### config.mk
export PLATFORM = sky130hd
export DESIGN_NAME = atapi_pio_seq
export DESIGN_NICKNAME = d
export VERILOG_FILES = /design/src/rtl/atapi_seq_pkg.sv /design/src/rtl/atapi_pkt_intake.sv /design/src/rtl/atapi_burst_ctrl.sv /design/src/rtl/atapi_media_src.sv /design/src/rtl/atapi_pio_seq.sv
export SDC_FILE = /design/constraint.sdc
export NUM_CORES = 1
export LEC_CHECK = 0
export BUFFER_PORTS_ARGS = -buffer_cell sky130_fd_sc_hd__buf_4
export CORE_MARGIN = 2
export CORE_UTILIZATION = 58
export CTS_BUF_LIST = sky130_fd_sc_hd__clkbuf_4 sky130_fd_sc_hd__clkbuf_8
export DETAILED_ROUTE_END_ITERATION = 16
export PLACE_DENSITY = 0.79
export SYNTH_ARGS = -nofsm -noshare
export SYNTH_HDL_FRONTEND = slang
export SYNTH_SLANG_ARGS = --single-unit
export TNS_END_PERCENT = 30
### constraint.sdc
create_clock -name clk -period 2.8 [get_ports clk]
set_clock_uncertainty 0.15 [all_clocks]
set_input_delay 0.28 -clock clk [delete_from_list [all_inputs] [get_ports clk]]
set_output_delay 0.28 -clock clk [all_outputs]
set_load 0.01 [all_outputs]
### src/rtl/atapi_seq_pkg.sv
// Shared encodings for the ATAPI PIO burst sequencer.
// Assumes a byte-wide task-file view with status bit positions fixed by the host driver.
package atapi_seq_pkg;

    typedef enum logic [1:0] {
        ST_IDLE = 2'd0,
        ST_PKT  = 2'd1,
        ST_CALC = 2'd2,
        ST_XFER = 2'd3
    } seq_state_e;

    localparam logic [2:0] RA_DATA   = 3'd0;
    localparam logic [2:0] RA_ERROR  = 3'd1;
    localparam logic [2:0] RA_LIM_LO = 3'd4;
    localparam logic [2:0] RA_LIM_HI = 3'd5;
    localparam logic [2:0] RA_STATUS = 3'd7;

    localparam logic [7:0] OP_PACKET = 8'hA0;
    localparam logic [7:0] OP_READ10 = 8'h28;

endpackage

### src/rtl/atapi_pkt_intake.sv
// Command packet intake: counts the word writes of a packet and keeps the
// decoded opcode, LBA and block count.
// Assumes each word carries its even byte in bits 7:0, and that the fields
// sit at byte 0 (opcode), bytes 2..5 (LBA, big-endian) and bytes 7..8 (count, big-endian).
module atapi_pkt_intake #(
    parameter int PKT_WORDS = 6
) (
    input  logic        clk,
    input  logic        rst_n,
    input  logic        clear,
    input  logic        wr_word,
    input  logic [15:0] wdata,
    output logic        last,
    output logic [7:0]  opcode,
    output logic [31:0] lba,
    output logic [15:0] blocks
);
    localparam int CW = $clog2(PKT_WORDS);

    logic [CW-1:0] cnt_q;

    assign last = wr_word && (cnt_q == CW'(PKT_WORDS - 1));

    // Word position counter within the packet.
    always_ff @(posedge clk) begin
        if (!rst_n || clear) begin
            cnt_q <= '0;
        end else if (wr_word) begin
            cnt_q <= last ? '0 : cnt_q + 1'b1;
        end
    end

    // Capture the fields the sequencer decodes.
    always_ff @(posedge clk) begin
        if (!rst_n) begin
            opcode <= '0;
            lba    <= '0;
            blocks <= '0;
        end else if (wr_word) begin
            case (cnt_q)
                CW'(0): opcode <= wdata[7:0];
                CW'(1): lba[31:16] <= {wdata[7:0], wdata[15:8]};
                CW'(2): lba[15:0]  <= {wdata[7:0], wdata[15:8]};
                CW'(3): blocks[15:8] <= wdata[15:8];
                CW'(4): blocks[7:0]  <= wdata[7:0];
                default: ;
            endcase
        end
    end

    p_cnt_range_r3: assert property (@(posedge clk) disable iff (!rst_n)
        cnt_q < CW'(PKT_WORDS));

endmodule

### src/rtl/atapi_burst_ctrl.sv
// Transfer and burst word counters.
// Assumes the total is loaded before the first burst, and that a burst is
// loaded only while words remain.
module atapi_burst_ctrl #(
    parameter int CNT_W    = 16,
    parameter int BLK_LOG2 = 10,
    parameter int BW_W     = 15,
    localparam int TOT_W   = CNT_W + BLK_LOG2
) (
    input  logic             clk,
    input  logic             rst_n,
    input  logic             load_total,
    input  logic [CNT_W-1:0] blocks,
    input  logic             load_burst,
    input  logic [BW_W-1:0]  limit_words,
    input  logic             word_rd,
    output logic [TOT_W-1:0] remaining,
    output logic [BW_W-1:0]  burst_left
);
    logic [TOT_W-1:0] limit_wide;

    assign limit_wide = {{(TOT_W - BW_W){1'b0}}, limit_words};

    // Words left in the whole transfer.
    always_ff @(posedge clk) begin
        if (!rst_n) begin
            remaining <= '0;
        end else if (load_total) begin
            remaining <= {blocks, {BLK_LOG2{1'b0}}};
        end else if (word_rd) begin
            remaining <= remaining - 1'b1;
        end
    end

    // Words left in the current burst.
    always_ff @(posedge clk) begin
        if (!rst_n) begin
            burst_left <= '0;
        end else if (load_burst) begin
            burst_left <= (remaining < limit_wide) ? BW_W'(remaining) : limit_words;
        end else if (word_rd) begin
            burst_left <= burst_left - 1'b1;
        end
    end

    p_burst_bound_r4: assert property (@(posedge clk) disable iff (!rst_n)
        load_burst |=> (burst_left != '0) && (burst_left <= $past(limit_words)));

    p_no_underflow_r4: assert property (@(posedge clk) disable iff (!rst_n)
        word_rd |-> (remaining != '0) && (burst_left != '0));

endmodule

### src/rtl/atapi_media_src.sv
// Pattern source standing in for the medium: one word per advance, walking the
// words of each block and then the block number.
// Word = lba[31:16] ^ lba[15:0] ^ (word_index << 6).
module atapi_media_src #(
    parameter int BLK_LOG2 = 10
) (
    input  logic        clk,
    input  logic        rst_n,
    input  logic        load,
    input  logic [31:0] lba_in,
    input  logic        advance,
    output logic [15:0] data_out
);
    logic [31:0]         cur_lba;
    logic [BLK_LOG2-1:0] word_idx;

    // Position within the medium.
    always_ff @(posedge clk) begin
        if (!rst_n) begin
            cur_lba  <= '0;
            word_idx <= '0;
        end else if (load) begin
            cur_lba  <= lba_in;
            word_idx <= '0;
        end else if (advance) begin
            if (&word_idx) begin
                word_idx <= '0;
                cur_lba  <= cur_lba + 1'b1;
            end else begin
                word_idx <= word_idx + 1'b1;
            end
        end
    end

    // Pattern word for the current position.
    assign data_out = cur_lba[31:16] ^ cur_lba[15:0] ^ (16'(word_idx) << 6);

    p_word_step_r6: assert property (@(posedge clk) disable iff (!rst_n)
        (advance && !load && !(&word_idx)) |=>
            (word_idx == $past(word_idx) + 1'b1) && $stable(cur_lba));

endmodule

### src/rtl/atapi_pio_seq.sv
// ATAPI PIO burst read sequencer (top level).
// Holds the register view, the command phase machine and the interrupt.
// Assumes at most one register access per cycle. Read side effects take
// place at the clock edge of the read strobe.
module atapi_pio_seq
    import atapi_seq_pkg::*;
#(
    parameter int BLK_LOG2  = 10,
    parameter int PKT_WORDS = 6
) (
    input  logic        clk,
    input  logic        rst_n,
    input  logic        wr_en,
    input  logic        rd_en,
    input  logic [2:0]  addr,
    input  logic [15:0] wdata,
    output logic [15:0] rdata,
    output logic        irq
);
    localparam int CNT_W = 16;
    localparam int LIM_W = 16;
    localparam int BW_W  = LIM_W - 1;
    localparam int TOT_W = CNT_W + BLK_LOG2;

    seq_state_e       state_q;
    logic             err_q;
    logic [7:0]       lim_lo_q;
    logic [7:0]       lim_hi_q;
    logic [BW_W-1:0]  limit_words_q;
    logic [BW_W-1:0]  lim_words_new;

    logic             cmd_wr, data_wr, data_rd, stat_rd, op_ok;
    logic             load_burst;
    logic             pkt_last;
    logic [7:0]       pkt_opcode;
    logic [31:0]      pkt_lba;
    logic [15:0]      pkt_blocks;
    logic [TOT_W-1:0] remaining;
    logic [BW_W-1:0]  burst_left;
    logic [15:0]      media_word;
    logic [7:0]       status;

    assign lim_words_new = {lim_hi_q, lim_lo_q[7:1]};
    assign cmd_wr  = wr_en && (addr == RA_STATUS) && (wdata[7:0] == OP_PACKET)
                     && (state_q == ST_IDLE);
    assign data_wr = wr_en && (addr == RA_DATA) && (state_q == ST_PKT);
    assign data_rd = rd_en && (addr == RA_DATA) && (state_q == ST_XFER);
    assign stat_rd = rd_en && (addr == RA_STATUS);
    assign op_ok   = (pkt_opcode == OP_READ10);
    assign load_burst = (state_q == ST_CALC) && op_ok && (remaining != '0);

    atapi_pkt_intake #(.PKT_WORDS(PKT_WORDS)) u_intake (
        .clk     (clk),
        .rst_n   (rst_n),
        .clear   (cmd_wr),
        .wr_word (data_wr),
        .wdata   (wdata),
        .last    (pkt_last),
        .opcode  (pkt_opcode),
        .lba     (pkt_lba),
        .blocks  (pkt_blocks)
    );

    atapi_burst_ctrl #(.CNT_W(CNT_W), .BLK_LOG2(BLK_LOG2), .BW_W(BW_W)) u_burst (
        .clk         (clk),
        .rst_n       (rst_n),
        .load_total  (pkt_last),
        .blocks      (pkt_blocks),
        .load_burst  (load_burst),
        .limit_words (limit_words_q),
        .word_rd     (data_rd),
        .remaining   (remaining),
        .burst_left  (burst_left)
    );

    atapi_media_src #(.BLK_LOG2(BLK_LOG2)) u_media (
        .clk      (clk),
        .rst_n    (rst_n),
        .load     (pkt_last),
        .lba_in   (pkt_lba),
        .advance  (data_rd),
        .data_out (media_word)
    );

    // Byte limit registers written by the host.
    always_ff @(posedge clk) begin
        if (!rst_n) begin
            lim_lo_q <= '0;
            lim_hi_q <= '0;
        end else if (wr_en && (addr == RA_LIM_LO)) begin
            lim_lo_q <= wdata[7:0];
        end else if (wr_en && (addr == RA_LIM_HI)) begin
            lim_hi_q <= wdata[7:0];
        end
    end

    // Command phase machine, abort flag and interrupt.
    always_ff @(posedge clk) begin
        if (!rst_n) begin
            state_q       <= ST_IDLE;
            err_q         <= 1'b0;
            irq           <= 1'b0;
            limit_words_q <= '0;
        end else begin
            if (stat_rd) irq <= 1'b0;
            case (state_q)
                ST_IDLE: begin
                    if (cmd_wr) begin
                        irq   <= 1'b0;
                        err_q <= 1'b0;
                        if (lim_words_new == '0) begin
                            err_q <= 1'b1;
                            irq   <= 1'b1;
                        end else begin
                            limit_words_q <= lim_words_new;
                            state_q       <= ST_PKT;
                        end
                    end
                end
                ST_PKT: begin
                    if (pkt_last) state_q <= ST_CALC;
                end
                ST_CALC: begin
                    irq <= 1'b1;
                    if (!op_ok) begin
                        err_q   <= 1'b1;
                        state_q <= ST_IDLE;
                    end else if (remaining == '0) begin
                        state_q <= ST_IDLE;
                    end else begin
                        state_q <= ST_XFER;
                    end
                end
                ST_XFER: begin
                    if (data_rd) begin
                        if (remaining == TOT_W'(1)) begin
                            irq     <= 1'b1;
                            state_q <= ST_IDLE;
                        end else if (burst_left == BW_W'(1)) begin
                            state_q <= ST_CALC;
                        end
                    end
                end
                default: state_q <= ST_IDLE;
            endcase
        end
    end

    // Status byte: busy 7, ready 6, data request 3, error 0.
    assign status = {(state_q == ST_CALC), 1'b1, 2'b00,
                     (state_q == ST_PKT) || (state_q == ST_XFER), 2'b00, err_q};

    // Register read mux.
    always_comb begin
        case (addr)
            RA_DATA:   rdata = (state_q == ST_XFER) ? media_word : 16'h0000;
            RA_ERROR:  rdata = {13'd0, err_q, 2'b00};
            RA_LIM_LO: rdata = {8'h00, lim_lo_q};
            RA_LIM_HI: rdata = {8'h00, lim_hi_q};
            RA_STATUS: rdata = {8'h00, status};
            default:   rdata = 16'h0000;
        endcase
    end

    p_pkt_to_busy_r3: assert property (@(posedge clk) disable iff (!rst_n)
        (data_wr && pkt_last) |=> (state_q == ST_CALC));

    p_burst_irq_r5: assert property (@(posedge clk) disable iff (!rst_n)
        load_burst |=> (state_q == ST_XFER) && irq);

    p_irq_release_r5: assert property (@(posedge clk) disable iff (!rst_n)
        ((state_q == ST_XFER) && stat_rd) |=> !irq);

    p_completion_r7: assert property (@(posedge clk) disable iff (!rst_n)
        (data_rd && (remaining == TOT_W'(1))) |=> (state_q == ST_IDLE) && irq && !err_q);

    p_limit_abort_r8: assert property (@(posedge clk) disable iff (!rst_n)
        (cmd_wr && (lim_words_new == '0)) |=> (state_q == ST_IDLE) && irq && err_q);

    p_opcode_abort_r9: assert property (@(posedge clk) disable iff (!rst_n)
        ((state_q == ST_CALC) && !op_ok) |=> (state_q == ST_IDLE) && irq && err_q);

endmodule

* Yosys cells after proc, flatten, opt, wreduce, memory -nomap -nowiden
Cells that the tools add are included.
** Word-level totals
- Register bits after elaboration :: 177
- Logic and storage cells :: 118
- Output and inout port bits :: 17
** Operators by class
- Add/subtract/negate cells :: 5
- Eq/ne operators :: 22
- Magnitude comparators :: 1
- Bitwise logic cells :: 5
- Muxes and demuxes :: 30
- Reduce and logical (&&, ||, !) cells :: 38
** Operators by type and width (count)
- 32-bit two-way mux :: 3
- 16-bit case mux with 5 select lines :: 1
- 26-bit two-way mux :: 2
- 15-bit two-way mux :: 3
- 32-bit by 1-bit adder with 32-bit output (second input constant) :: 1
- 16-bit bitwise XOR :: 2
- 26-bit by 1-bit == test with 1-bit output (second input constant) :: 1
- 26-bit logical NOT :: 1
- 26-bit by 15-bit < comparator with 1-bit output :: 1
- 26-bit nonzero test :: 1
- 26-bit by 1-bit subtractor with 26-bit output (second input constant) :: 1
- 16-bit two-way mux :: 1
- 2-bit two-way mux :: 8
- 15-bit by 1-bit == test with 1-bit output (second input constant) :: 1
- 3-bit == test (second input constant) :: 5
- 15-bit logical NOT :: 1
- 15-bit by 1-bit subtractor with 15-bit output (second input constant) :: 1
- 2-bit AND reduction :: 7
- 1-bit logical AND :: 13
- 10-bit by 1-bit adder with 10-bit output (second input constant) :: 1
- 10-bit two-way mux :: 1
- 10-bit AND reduction :: 1
- 8-bit by 6-bit == test with 1-bit output (second input constant) :: 1
- 8-bit == test (second input constant) :: 1
- 22 further kinds :: 42

* Depth between registers and ports, before layout
Gate-level depths: netlist of run 1.
- Depth after elaboration :: 6
- Gate-level depth with buffers :: 10
- Mapped depth without buffers :: 8

* Hierarchy
A second synthesis of run 1 with hierarchy kept.
** Second synthesis, totals
- Cell total of the unflattened synthesis :: 1136
- Area, all modules :: 9441.6 um^2
** Modules (own cells, without submodules)
- atapi_media_src :: sequential area each 840.8 um^2, instances 1, area each 2869.0 um^2, cells each 368
- atapi_burst_ctrl :: sequential area each 820.8 um^2, instances 1, area each 2621.3 um^2, cells each 304
- atapi_pkt_intake :: sequential area each 1181.1 um^2, instances 1, area each 2117.0 um^2, cells each 236
- atapi_pio_seq :: sequential area each 700.7 um^2, instances 1, area each 1834.3 um^2, cells each 228

* Worst setup path after synthesis of run 1
No wires, ideal clock.
- Path kind :: input to register
- Start point :: in addr[1]
- End point :: reg u_media.cur_lba[30]
- Stages :: 8
- Setup slack :: 0.016 ns
- Buffers on the path :: 2
- Data required time :: 2.576 ns
- Arrival :: 2.559 ns
- Cells stage by stage :: buf_2 or4b_1 buf_2 or4_4 nor4_4 nand2_2 or3_1 a31oi_1
** On the way
- Cells in the longest elaborated chain, start to end :: 6
- Elaborated cells on any way between the ends :: 10
** RTL lines
- start: declaration :: line atapi_pio_seq.sv:15 : input logic [2:0] addr,
- 3-bit logical NOT * :: line atapi_pio_seq.sv:46, atapi_pio_seq.sv:47
- 1-bit logical AND (2 in series) :: line atapi_pio_seq.sv:46 : assign data_wr = wr_en && (addr == RA_DATA) && (state_q == ST_PKT);
- 1-bit logical AND :: line atapi_pkt_intake.sv:22 : assign last = wr_word && (cnt_q == CW'(PKT_WORDS - 1));
- 2-bit nonzero test (no line)
- 2-bit AND reduction (no line)
- end signal: assignment :: line atapi_media_src.sv:23 : cur_lba <= lba_in;
- end signal: assignment :: line atapi_media_src.sv:28 : cur_lba <= cur_lba + 1'b1;
- end: declaration :: line atapi_media_src.sv:14 : logic [31:0] cur_lba;
Every way passes the cells marked *; elsewhere a longest branch is shown, timed or not.
A chain may end at the register's enable or synchronous reset.

* Worst setup path after layout of run 1
- Start point :: reg u_burst.remaining[18]
- End point :: reg u_burst.burst_left[9]
** On the way
- Cells in the longest elaborated chain, start to end :: 3
- Elaborated cells on any way between the ends :: 6
** RTL lines
- start: declaration :: line atapi_burst_ctrl.sv:17 : output logic [TOT_W-1:0] remaining,
- start signal: assignment :: line atapi_burst_ctrl.sv:29 : remaining <= {blocks, {BLK_LOG2{1'b0}}};
- start signal: assignment :: line atapi_burst_ctrl.sv:31 : remaining <= remaining - 1'b1;
- 26-bit by 15-bit < comparator with 1-bit output / 26-bit nonzero test (equally long branches) :: line atapi_burst_ctrl.sv:40, atapi_pio_seq.sv:50
- 15-bit two-way mux / 1-bit logical AND (equally long branches) :: line atapi_burst_ctrl.sv:40, atapi_pio_seq.sv:50
- 15-bit two-way mux / 2-bit nonzero test (equally long branches)
- end signal: assignment :: line atapi_burst_ctrl.sv:40 : burst_left <= (remaining < limit_wide) ? BW_W'(remaining) : limit_words;
- end signal: assignment :: line atapi_burst_ctrl.sv:42 : burst_left <= burst_left - 1'b1;
- end: declaration :: line atapi_burst_ctrl.sv:18 : output logic [BW_W-1:0] burst_left
Several ways; a longest one is shown, not always the timed one.

==> results.yml, run 1 <==
status:
  status: "finished clean"
cells_and_area:
  final_area_um2: 10200
  drive_gt1_share_pct: 12.6
  n_fill_cell: 1263
  num_antenna_cells: 0
  area_growth_pct: 14.4
  nets: 1204
logic_synthesis:
  synthArstFlopShare_pct: 0
  synth_warnings: 0
  synth_flop_cell: "dfxtp_1"
  synth_nets: 1138
  synthesis.area_um2: 8900
  ys_ff_latch: 177
  synth_cell_types: 67
  synth_edf_count: 0
  yosysSeqAreaShare_pct: 39.8
  postSynthCellCount: 1090
  synth_area_per_cell_um2: 8.16
die:
  core.rowCount: 45
  die_x_um: 128
  die-area_um2: 16300
  die_h_um: 128
  core_um2: 15100
  start_util_pct: 59.0
  ios: 40
sta:
  period_minus_slack_ns: 2.75
  min_period_over_period_pct: 98.2
  holdWs_ns: 0.0634
  slew_viol_final: 0
  slew_headroom_pct: 38.7
  setup_viol: 0
  hold_violations: 0
  tightest_slew_ns: 0.917
  max_freq_mhz: 364
  rsz0062_at_grt: "true"
global_route:
  overflow: 0
  grt_max_degree: 79
  antenna_found_initial: 0
  track_usage_pct: 30.9
  grt_pass1_wl_mm: 40.0
  grt_pass1_vias: 7859
clocking:
  cts_buffers: 17
  path_clk_slew_ns: 0.10
  clk_latency_ns: 0.49
  clock-sinks: 177
  cts_setup_buffers: 0
  cts_tree: "yes"
  cts_buffer_depth: 2
  cts-root-buf: "clkbuf_8"
  h-tree-depth: 4
routing:
  routed_wl_mm: 24.4
  antenna_left: 0
  drt-initial-drc-count: 893
  avgViaCountPerCell: 6.10
  drtPass1Iterations: 6
  wl_per_cell_um: 18.0
  vias: 8281
  drc: 0
placement:
  place.gp.congestion: 0.948
  port_buffers: 39
  dp_hpwl_mm: 17.4
  placed_cell_area_um2: 9620
job:
  maxCapViolCount: 0
critical_path:
  critPathTopFamily: "simple AND/OR/NAND/NOR gates"
  critical_path_buf_inv_count: 1
  max_stage_delay_ns: 0.56
  cp-start-kind: "flip-flop"
  arrival_ns: 2.96
  path_max_fanout: 21
  endpoint_kind: "flip-flop"
  cp.required_ns: 3.01
  critical_path.cell_chain: "or4_1 > or3_1 > a2111o_1 > a31oi_4 > buf_12 > mux2i_1 > a21oi_1"
  setup.worst_path.class: "flip-flop to flip-flop"
  critPathSlowestCell: "or4_1"
pwr:
  power_leakage_nw: 3.84
  p_per_area_nw_per_um2: 436
  ir_worst_vdd_uv: 526
min_path:
  hold_class: "input pin to flip-flop"
==> power by group <==
| group | leakage, nW | internal (W) | switching (W) | total, W |
|---|---|---|---|---|
| logic | 2.22 | 0.0000642 | 0.000110 | 0.000174 |
| clock network | 0.196 | 0.000685 | 0.00105 | 0.00173 |
| registers | 1.43 | 0.00252 | 0.00000722 | 0.00253 |
| total | 3.84 | 0.00327 | 0.00116 | 0.00443 |
==> tightest hold or removal path: stages <==
cell	delay, ns
buf_4	0.22
nand2_1	0.11
a211oi_1	0.04
==> layout by cell type (no fill, tap or decap), types with 15 or more instances in the layout <==
| master | instances |
|---|---|
| a21oi_1 | 95 |
| nor2_1 | 127 |
| xnor2_1 | 32 |
| ha_1 | 25 |
| a31oi_1 | 15 |
| buf_4 | 90 |
| nand3_1 | 41 |
| nor4_1 | 17 |
| dfxtp_1 | 177 |
| nand4_1 | 19 |
| mux2i_1 | 63 |
| o21ai_0 | 40 |
| xor2_1 | 29 |
| inv_1 | 24 |
| clkbuf_8 | 18 |
| dlygate4sd3_1 | 16 |
| nor3_1 | 34 |
| nand2_1 | 147 |
==> final cells by class <==
class,count,area [um2],area share [%]
sequential,177,3540,34.8
clock buffer,18,248,2.43
clock inverter,14,144,1.41
tap,188,235,2.31
timing repair buffer,109,896,8.80
inverter,25,96.3,0.947
multi-input combinational,826,5020,49.3
==> logic make-up (layout without fill, tap and decap cells) <==
| group | after synthesis | count (layout) | synth area share [%] |
|---|---|---|---|
| simple gates | 454 | 454 | 24.0 |
| compound gates | 216 | 216 | 14.8 |
| flops | 177 | 177 | 39.8 |
| buf+inv | 87 | 166 | 3.84 |
| mux | 70 | 70 | 7.96 |
| xor+xnor | 61 | 61 | 6.00 |
| fa+ha+maj | 25 | 25 | 3.52 |
==> path summary, 6_finish.rpt <==
| path | start | endpoint | slack [ns] | cells past startpoint |
|---|---|---|---|---|
| setup reg to reg | u_burst.remaining[18] | u_burst.burst_left[9] | 0.05 | 7 |
| setup / recovery | u_burst.remaining[18] | u_burst.burst_left[9] | 0.05 | 7 |
| hold / removal | rst_n | u_burst.burst_left[5] | 0.06 | 3 |
| hold reg to reg | u_intake.lba[6] | u_intake.lba[6] | 0.31 | 2 |
==> Yosys cell counts, types with 3 or more instances <==
| master | number | area (um2) |
|---|---|---|
| a22oi_1 | 4 | 30.0 |
| o21a_1 | 3 | 22.5 |
| o22ai_1 | 4 | 25.0 |
| a221oi_1 | 3 | 26.3 |
| nand2b_1 | 4 | 25.0 |
| o221ai_1 | 4 | 35.0 |
| or3_1 | 8 | 50.1 |
| and2_1 | 4 | 25.0 |
| and3_1 | 11 | 68.8 |
| or4b_2 | 3 | 30.0 |
| nor3_1 | 34 | 170 |
| ha_1 | 25 | 313 |
| nand2_1 | 147 | 552 |
| a211oi_1 | 11 | 82.6 |
| or4_1 | 10 | 75.1 |
| dfxtp_1 | 177 | 3540 |
| a21boi_0 | 3 | 22.5 |
| inv_1 | 24 | 90.1 |
| buf_1 | 3 | 11.3 |
| a21oi_1 | 95 | 475 |
| nor4_1 | 17 | 106 |
| buf_2 | 6 | 30.0 |
| mux2i_1 | 64 | 641 |
| nor2_1 | 127 | 477 |
| a31oi_1 | 15 | 93.8 |
| nand4_1 | 19 | 119 |
| a32oi_1 | 3 | 26.3 |
| or2_2 | 6 | 37.5 |
| clkbuf_1 | 52 | 195 |
| mux2_1 | 4 | 45.0 |
| o21ai_0 | 40 | 200 |
| xnor2_1 | 32 | 280 |
| and4_1 | 5 | 43.8 |
| nand3_1 | 41 | 205 |
| o211ai_1 | 10 | 75.1 |
| xor2_1 | 29 | 254 |
| o311ai_0 | 3 | 26.3 |
| nor3b_1 | 4 | 30.0 |
==> registers in the layout, indices dropped and copies added, names as in the netlist, 2 cells and up <==
register / cells
state_q: 2
u_media.word_idx: 10
u_intake.opcode: 8
u_burst.remaining: 26
u_intake.lba: 32
u_intake.cnt_q: 3
lim_hi_q: 8
limit_words_q: 15
u_burst.burst_left: 15
u_intake.blocks: 16
u_media.cur_lba: 32
lim_lo_q: 8
==> repair_timing <==
| item | in CTS | in global routing |
|---|---|---|
| gates resized for setup | 0 | 1 |
| hold buffers | 16 | 0 |
| endpoints found under the setup margin | 0 | 1 |
| hold endpoints to repair | 65 | 0 |
==> per-layer routing <==
metal	track usage, %	wire length [um]
met4	14.5	1040
met5	0	0
met1	41.3	10500
met3	6.22	1770
met2	48.2	11100
==> stage by stage <==
stage	worst slack, ns	total power, W	util (%)	TNS, ns	cells
after floorplan	0.0165	0.00265	-	0	1090
after global placement	-0.0321	0.00274	63.8	-0.0325	1309
after detailed placement	-0.0792	0.00274	63.8	-0.171	1309
after CTS	0.0442	0.00446	67.4	0	1357
after global routing	0.000797	0.00457	67.5	0	1357
final	0.0505	0.00443	67.5	0	1357
(Power assumes the default switching activity.)
==> inputs of run 2 (changes only) <==
--- a/config.mk
+++ b/config.mk
@@ -5,12 +5,14 @@
 export SDC_FILE = /design/constraint.sdc
 export NUM_CORES = 1
 export LEC_CHECK = 0
+export ABC_AREA = 1
 export BUFFER_PORTS_ARGS = -buffer_cell sky130_fd_sc_hd__buf_4
 export CORE_MARGIN = 2
 export CORE_UTILIZATION = 58
 export CTS_BUF_LIST = sky130_fd_sc_hd__clkbuf_4 sky130_fd_sc_hd__clkbuf_8
 export DETAILED_ROUTE_END_ITERATION = 16
 export PLACE_DENSITY = 0.79
+export RECOVER_POWER = 50
 export SYNTH_ARGS = -nofsm -noshare
 export SYNTH_HDL_FRONTEND = slang
 export SYNTH_SLANG_ARGS = --single-unit
==> results.yml, run 2 <==
status:
  status: "finished clean"
logic_synthesis:
  synthesis.area_um2: 10000
  yosysSeqAreaShare_pct: 35.4
  synth_nets: 1572
  synth_warnings: 0
  synth_cell_types: 46
  postSynthCellCount: 1524
  synth_common_cells: "nand2_1, nor2_1, dfxtp_1"
  synthTopCellsByArea: "dfxtp_1, nand2_1, nor2_1, o21ai_0, inv_1"
  synth_area_per_cell_um2: 6.57
  synth_flop_cell: "dfxtp_1"
  synth_edf_count: 0
  ys_ff_latch: 177
  synth_top_area_share_pct: 35.4
  synth_top_area_cell: "dfxtp_1"
  yosysMostFrequentCell: "nand2_1"
  synthArstFlopShare_pct: 0
sta:
  rsz0062_at_grt: "false"
  hold_violations: 0
  setup_viol: 0
  slew_viol_final: 0
  slew_headroom_pct: 27.4
  period_minus_slack_ns: 2.55
  max_freq_mhz: 392
  final.setup.tns_ns: 0
  min_period_over_period_pct: 91.2
  tightest_slew_ns: 1.09
die:
  ios: 40
  start_util_pct: 58.7
  die-area_um2: 18300
  core.rowCount: 48
  core_um2: 17100
  die_h_um: 135
  die_x_um: 135
routing:
  antenna_left: 0
  drtPass1Iterations: 8
  wl_per_cell_um: 16.4
  vias: 10100
  drc: 0
  avgViaCountPerCell: 5.64
  routed_wl_mm: 29.5
  drt-initial-drc-count: 1138
pwr:
  power_leakage_nw: 4.50
  fin_total_pwr_w: 0.00448
  ir_worst_vdd_uv: 331
  p_per_area_nw_per_um2: 407
critical_path:
  setup.worst_path.class: "input pin to flip-flop"
  endpoint_kind: "flip-flop"
  path_max_fanout: 24
  cp-start-kind: "input pin"
  arrival_ns: 2.80
  cp.required_ns: 3.05
clocking:
  clock-sinks: 177
  cts_tree: "yes"
  ctsResizeCount: 0
  path_clk_slew_ns: 0.11
  cts-root-buf: "clkbuf_8"
  clk_latency_ns: 0.48
  cts_buffer_depth: 2
  cts_buffers: 17
  postCtsHoldBufs: 21
  cts_setup_buffers: 0
  h-tree-depth: 4
placement:
  dp_hpwl_mm: 21.8
  port_buffers: 39
  placed_cell_area_um2: 10400
  place.gp.congestion: 0.966
global_route:
  track_usage_pct: 32.4
  grt_max_degree: 44
  grt_pass1_wl_mm: 46.6
  antenna_found_initial: 0
  overflow: 0
  grt_pass1_vias: 9012
cells_and_area:
  fin_util_pct: 64.5
  nets: 1609
  final_common_cell: "nand2_1"
  multi_input_area_um2: 5500
  area_growth_pct: 9.95
  final_area_um2: 11000
  drive_gt1_share_pct: 7.12
  top_regs: "u_intake.lba (32), u_media.cur_lba (32), u_burst.remaining (26)"
  layout_common_cells: "nand2_1, nor2_1, inv_1, dfxtp_1, o21ai_0"
  n_fill_cell: 1601
  num_antenna_cells: 0
  regArea_um2: 3540
min_path:
  hold_class: "input pin to flip-flop"
job:
  maxCapViolCount: 0
run 2: cell count changes after synthesis, moves of 12 or more:
cell      change
nor4_1       -15
nand2_1     +172
inv_1       +152
a21oi_1      +26
o21ai_1      +16
nand3_1      +59
mux2i_1      -64
xnor2_1      -12
nor2_1       +85
o21ai_0      +94
clkbuf_1     -26
run 2: path summary, 6_finish.rpt:
kind                            end  slack (ns)             startpoint  cells past startpoint
min                             irq        0.02                  rd_en                      4
max reg2reg  u_burst.burst_left[12]        0.41  u_burst.remaining[13]                      8
max                u_intake.lba[10]        0.25                  wr_en                      8
min reg2reg      u_intake.opcode[7]        0.32     u_intake.opcode[7]                      2
run 2: routing by layer:
metal,GRT usage [%],up-vias,routed length (um)
met2,49.9,468,13000
met4,11.1,0,828
met5,0,-,0
met1,45.9,4585,13200
met3,5.61,60,2460
li1,-,5032,-
run 2: cells by family after synthesis:
group	count (synthesis)	share of synthesized area [%]
AND/OR/NAND/NOR	713	30.4
flip-flops	177	35.4
adder cells (fa/ha/maj)	25	3.13
XOR/XNOR	49	4.29
AO/OA/AOI/OAI	321	17.2
buffers and inverters	239	9.60
run 2: power by group:
group	total, W	leakage, nW	switching (W)	internal [W]
clock network	0.00176	0.194	0.00109	0.000674
logic	0.000182	2.89	0.000118	0.0000648
registers	0.00253	1.43	0.00000628	0.00252
run 2: final cells by class:
| cell class | count | share of cell area (%) |
|---|---|---|
| Clock buffer | 17 | 2.13 |
| Clock inverter | 15 | 1.39 |
| Inverter | 184 | 6.30 |
| Multi-Input combinational cell | 1108 | 50.0 |
| Sequential cell | 177 | 32.2 |
| Tap cell | 225 | 2.56 |
| Timing Repair Buffer | 73 | 5.43 |
run 2: stage by stage:
stage	instances	hold WS, ns	worst slack [ns]
after floorplan	1524	0.280	0.919
after CTS	1799	0.00853	0.358
final	1799	0.0221	0.247
after detailed placement	1746	0.302	0.480
after global placement	1746	0.294	0.484
after global routing	1799	0.0363	0.107
run 2: worst max-delay path: stages:
cell and delay (ns):
dlygate4sd3_1 0.52, clkbuf_1 0.32, nand3_1 0.24, nor2_4 0.26, nand3_2 0.20, inv_1 0.60
o21ai_0 0.17, a21oi_1 0.20
==> inputs of run 3 (changes only) <==
==> constraint.sdc (replaced) <==
create_clock -name clk -period 2.8 [get_ports clk]
set_clock_uncertainty 0.15 [all_clocks]
set_input_delay 0.42 -clock clk [delete_from_list [all_inputs] [get_ports clk]]
set_output_delay 0.42 -clock clk [all_outputs]
set_load 0.01 [all_outputs]
==> results.yml, run 3 (same netlist as run 2, synthesis figures left out) <==
status:
  status: "finished clean"
sta:
  holdWs_ns: 0.0420
  period_minus_slack_ns: 2.62
  final.setup.tns_ns: 0
  rsz0062_at_grt: "false"
  slew_viol_final: 0
  max_freq_mhz: 382
  min_period_over_period_pct: 93.5
  hold_violations: 0
  slew_headroom_pct: 22.7
  setup_viol: 0
  tightest_slew_ns: 1.16
critical_path:
  arrival_ns: 2.05
  crit_start: "state_q[0]"
  critical_path_depth: 5
  cp.required_ns: 2.23
  critical_path.cell_chain: "nand2_2 > nor2_4 > o21ai_0 > o2111ai_1 > buf_4"
  path_max_fanout: 9
  critPathSlowestCell: "dfxtp_1"
  critical_path_buf_inv_count: 1
  max_stage_delay_ns: 0.47
  critPathTopFamily: "compound AO/OA/AOI/OAI gates"
  endpoint_kind: "output port"
  setup.worst_path.class: "flip-flop to output port"
  cp-start-kind: "flip-flop"
  r2r_cells: 9
  r2r_start: "limit_words_q[14]"
min_path:
  hp-start: "wdata[9]"
  worstHoldPathCells: 3
  hold_class: "input pin to flip-flop"
die:
  die-area_um2: 18300
  core.rowCount: 48
  start_util_pct: 58.7
  core_um2: 17100
  die_h_um: 135
  die_x_um: 135
  ios: 40
cells_and_area:
  drive_gt1_share_pct: 6.95
  nets: 1590
  final_common_cell: "nand2_1"
  multi_input_area_um2: 5480
  top_regs: "u_intake.lba (32), u_media.cur_lba (32), u_burst.remaining (26)"
  area_growth_pct: 8.05
  regArea_um2: 3540
  final_area_um2: 10800
  num_antenna_cells: 0
  layout_common_cells: "nand2_1, nor2_1, inv_1, dfxtp_1, o21ai_0"
  n_fill_cell: 1614
clocking:
  cts-root-buf: "clkbuf_8"
  cts_tree: "yes"
  postCtsHoldBufs: 0
  cts_setup_buffers: 0
  cts_buffer_depth: 2
  clk_latency_ns: 0.50
  h-tree-depth: 4
  cts_buffers: 17
  path_clk_slew_ns: 0.12
  ctsResizeCount: 0
  clock-sinks: 177
placement:
  placed_cell_area_um2: 10400
  place.gp.congestion: 0.970
  port_buffers: 39
  dp_hpwl_mm: 21.9
routing:
  antenna_left: 0
  drc: 0
  drtPass1Iterations: 7
  wl_per_cell_um: 16.3
  avgViaCountPerCell: 5.62
  drt-initial-drc-count: 1103
  routed_wl_mm: 29.1
  vias: 10000
pwr:
  ir_worst_vdd_uv: 475
  power_leakage_nw: 4.45
  p_per_area_nw_per_um2: 422
global_route:
  grt_max_degree: 68
  grt_pass1_wl_mm: 46.0
  overflow: 0
  track_usage_pct: 32.1
  antenna_found_initial: 0
  grt_pass1_vias: 8882
job:
  maxCapViolCount: 0
run 3: cell types whose count changed in the layout (fill, tap and decap cells not counted), moves of 2 or more:
cell / before / now
dlygate4sd3_1: 21 / 0
clkinv_8: 1 / 8
inv_8: 5 / 2
nand3_1: 100 / 103
nand3_2: 3 / 0
clkinvlp_4: 2 / 0
inv_6: 5 / 3
nor2_1: 212 / 214
run 3: cell type report:
class,count,area share (%)
Multi-Input combinational cell,1108,50.6
Clock buffer,17,2.16
Clock inverter,15,1.89
Sequential cell,177,32.8
Timing Repair Buffer,54,3.55
Inverter,184,6.39
Tap cell,225,2.60
run 3: power by group:
group | internal [W] | total (W) | leakage, nW | switching (W)
sequential | 0.00252 | 0.00253 | 1.43 | 0.00000653
combinational | 0.0000480 | 0.000160 | 2.81 | 0.000112
clock | 0.000702 | 0.00187 | 0.214 | 0.00117
run 3: worst paths after layout:
path                                                to  slack (ns)
worst max-delay path                          rdata[2]        0.18
worst min-delay path                  u_intake.lba[17]        0.04
worst max register to register  u_burst.burst_left[13]        0.25
worst min register to register      u_intake.opcode[6]        0.32
run 3: metrics by stage:
| stage | total power (W) | utilization [%] | cells | worst slack [ns] |
|---|---|---|---|---|
| finish | 0.00456 | 63.4 | 1780 | 0.182 |
| global placement | 0.00275 | 61.1 | 1748 | 0.364 |
| CTS | 0.00459 | 63.7 | 1780 | 0.188 |
| detailed placement | 0.00275 | 61.1 | 1748 | 0.319 |
| floorplan | 0.00267 | - | 1524 | 0.919 |
| global route | 0.00469 | 63.4 | 1780 | 0.0845 |
run 3: routing by layer:
metal,share of wire [%],GRT usage [%],up-vias
li1,-,-,4993
met1,45,44.8,4549
met2,44,49.7,404
met3,7.6,5.09,63
met4,3.4,13.1,0
met5,0,0,-
run 3: tightest hold or removal path: stages:
cell	delay [ns]
buf_4	0.09
o21ai_0	0.08
nor2_1	0.08
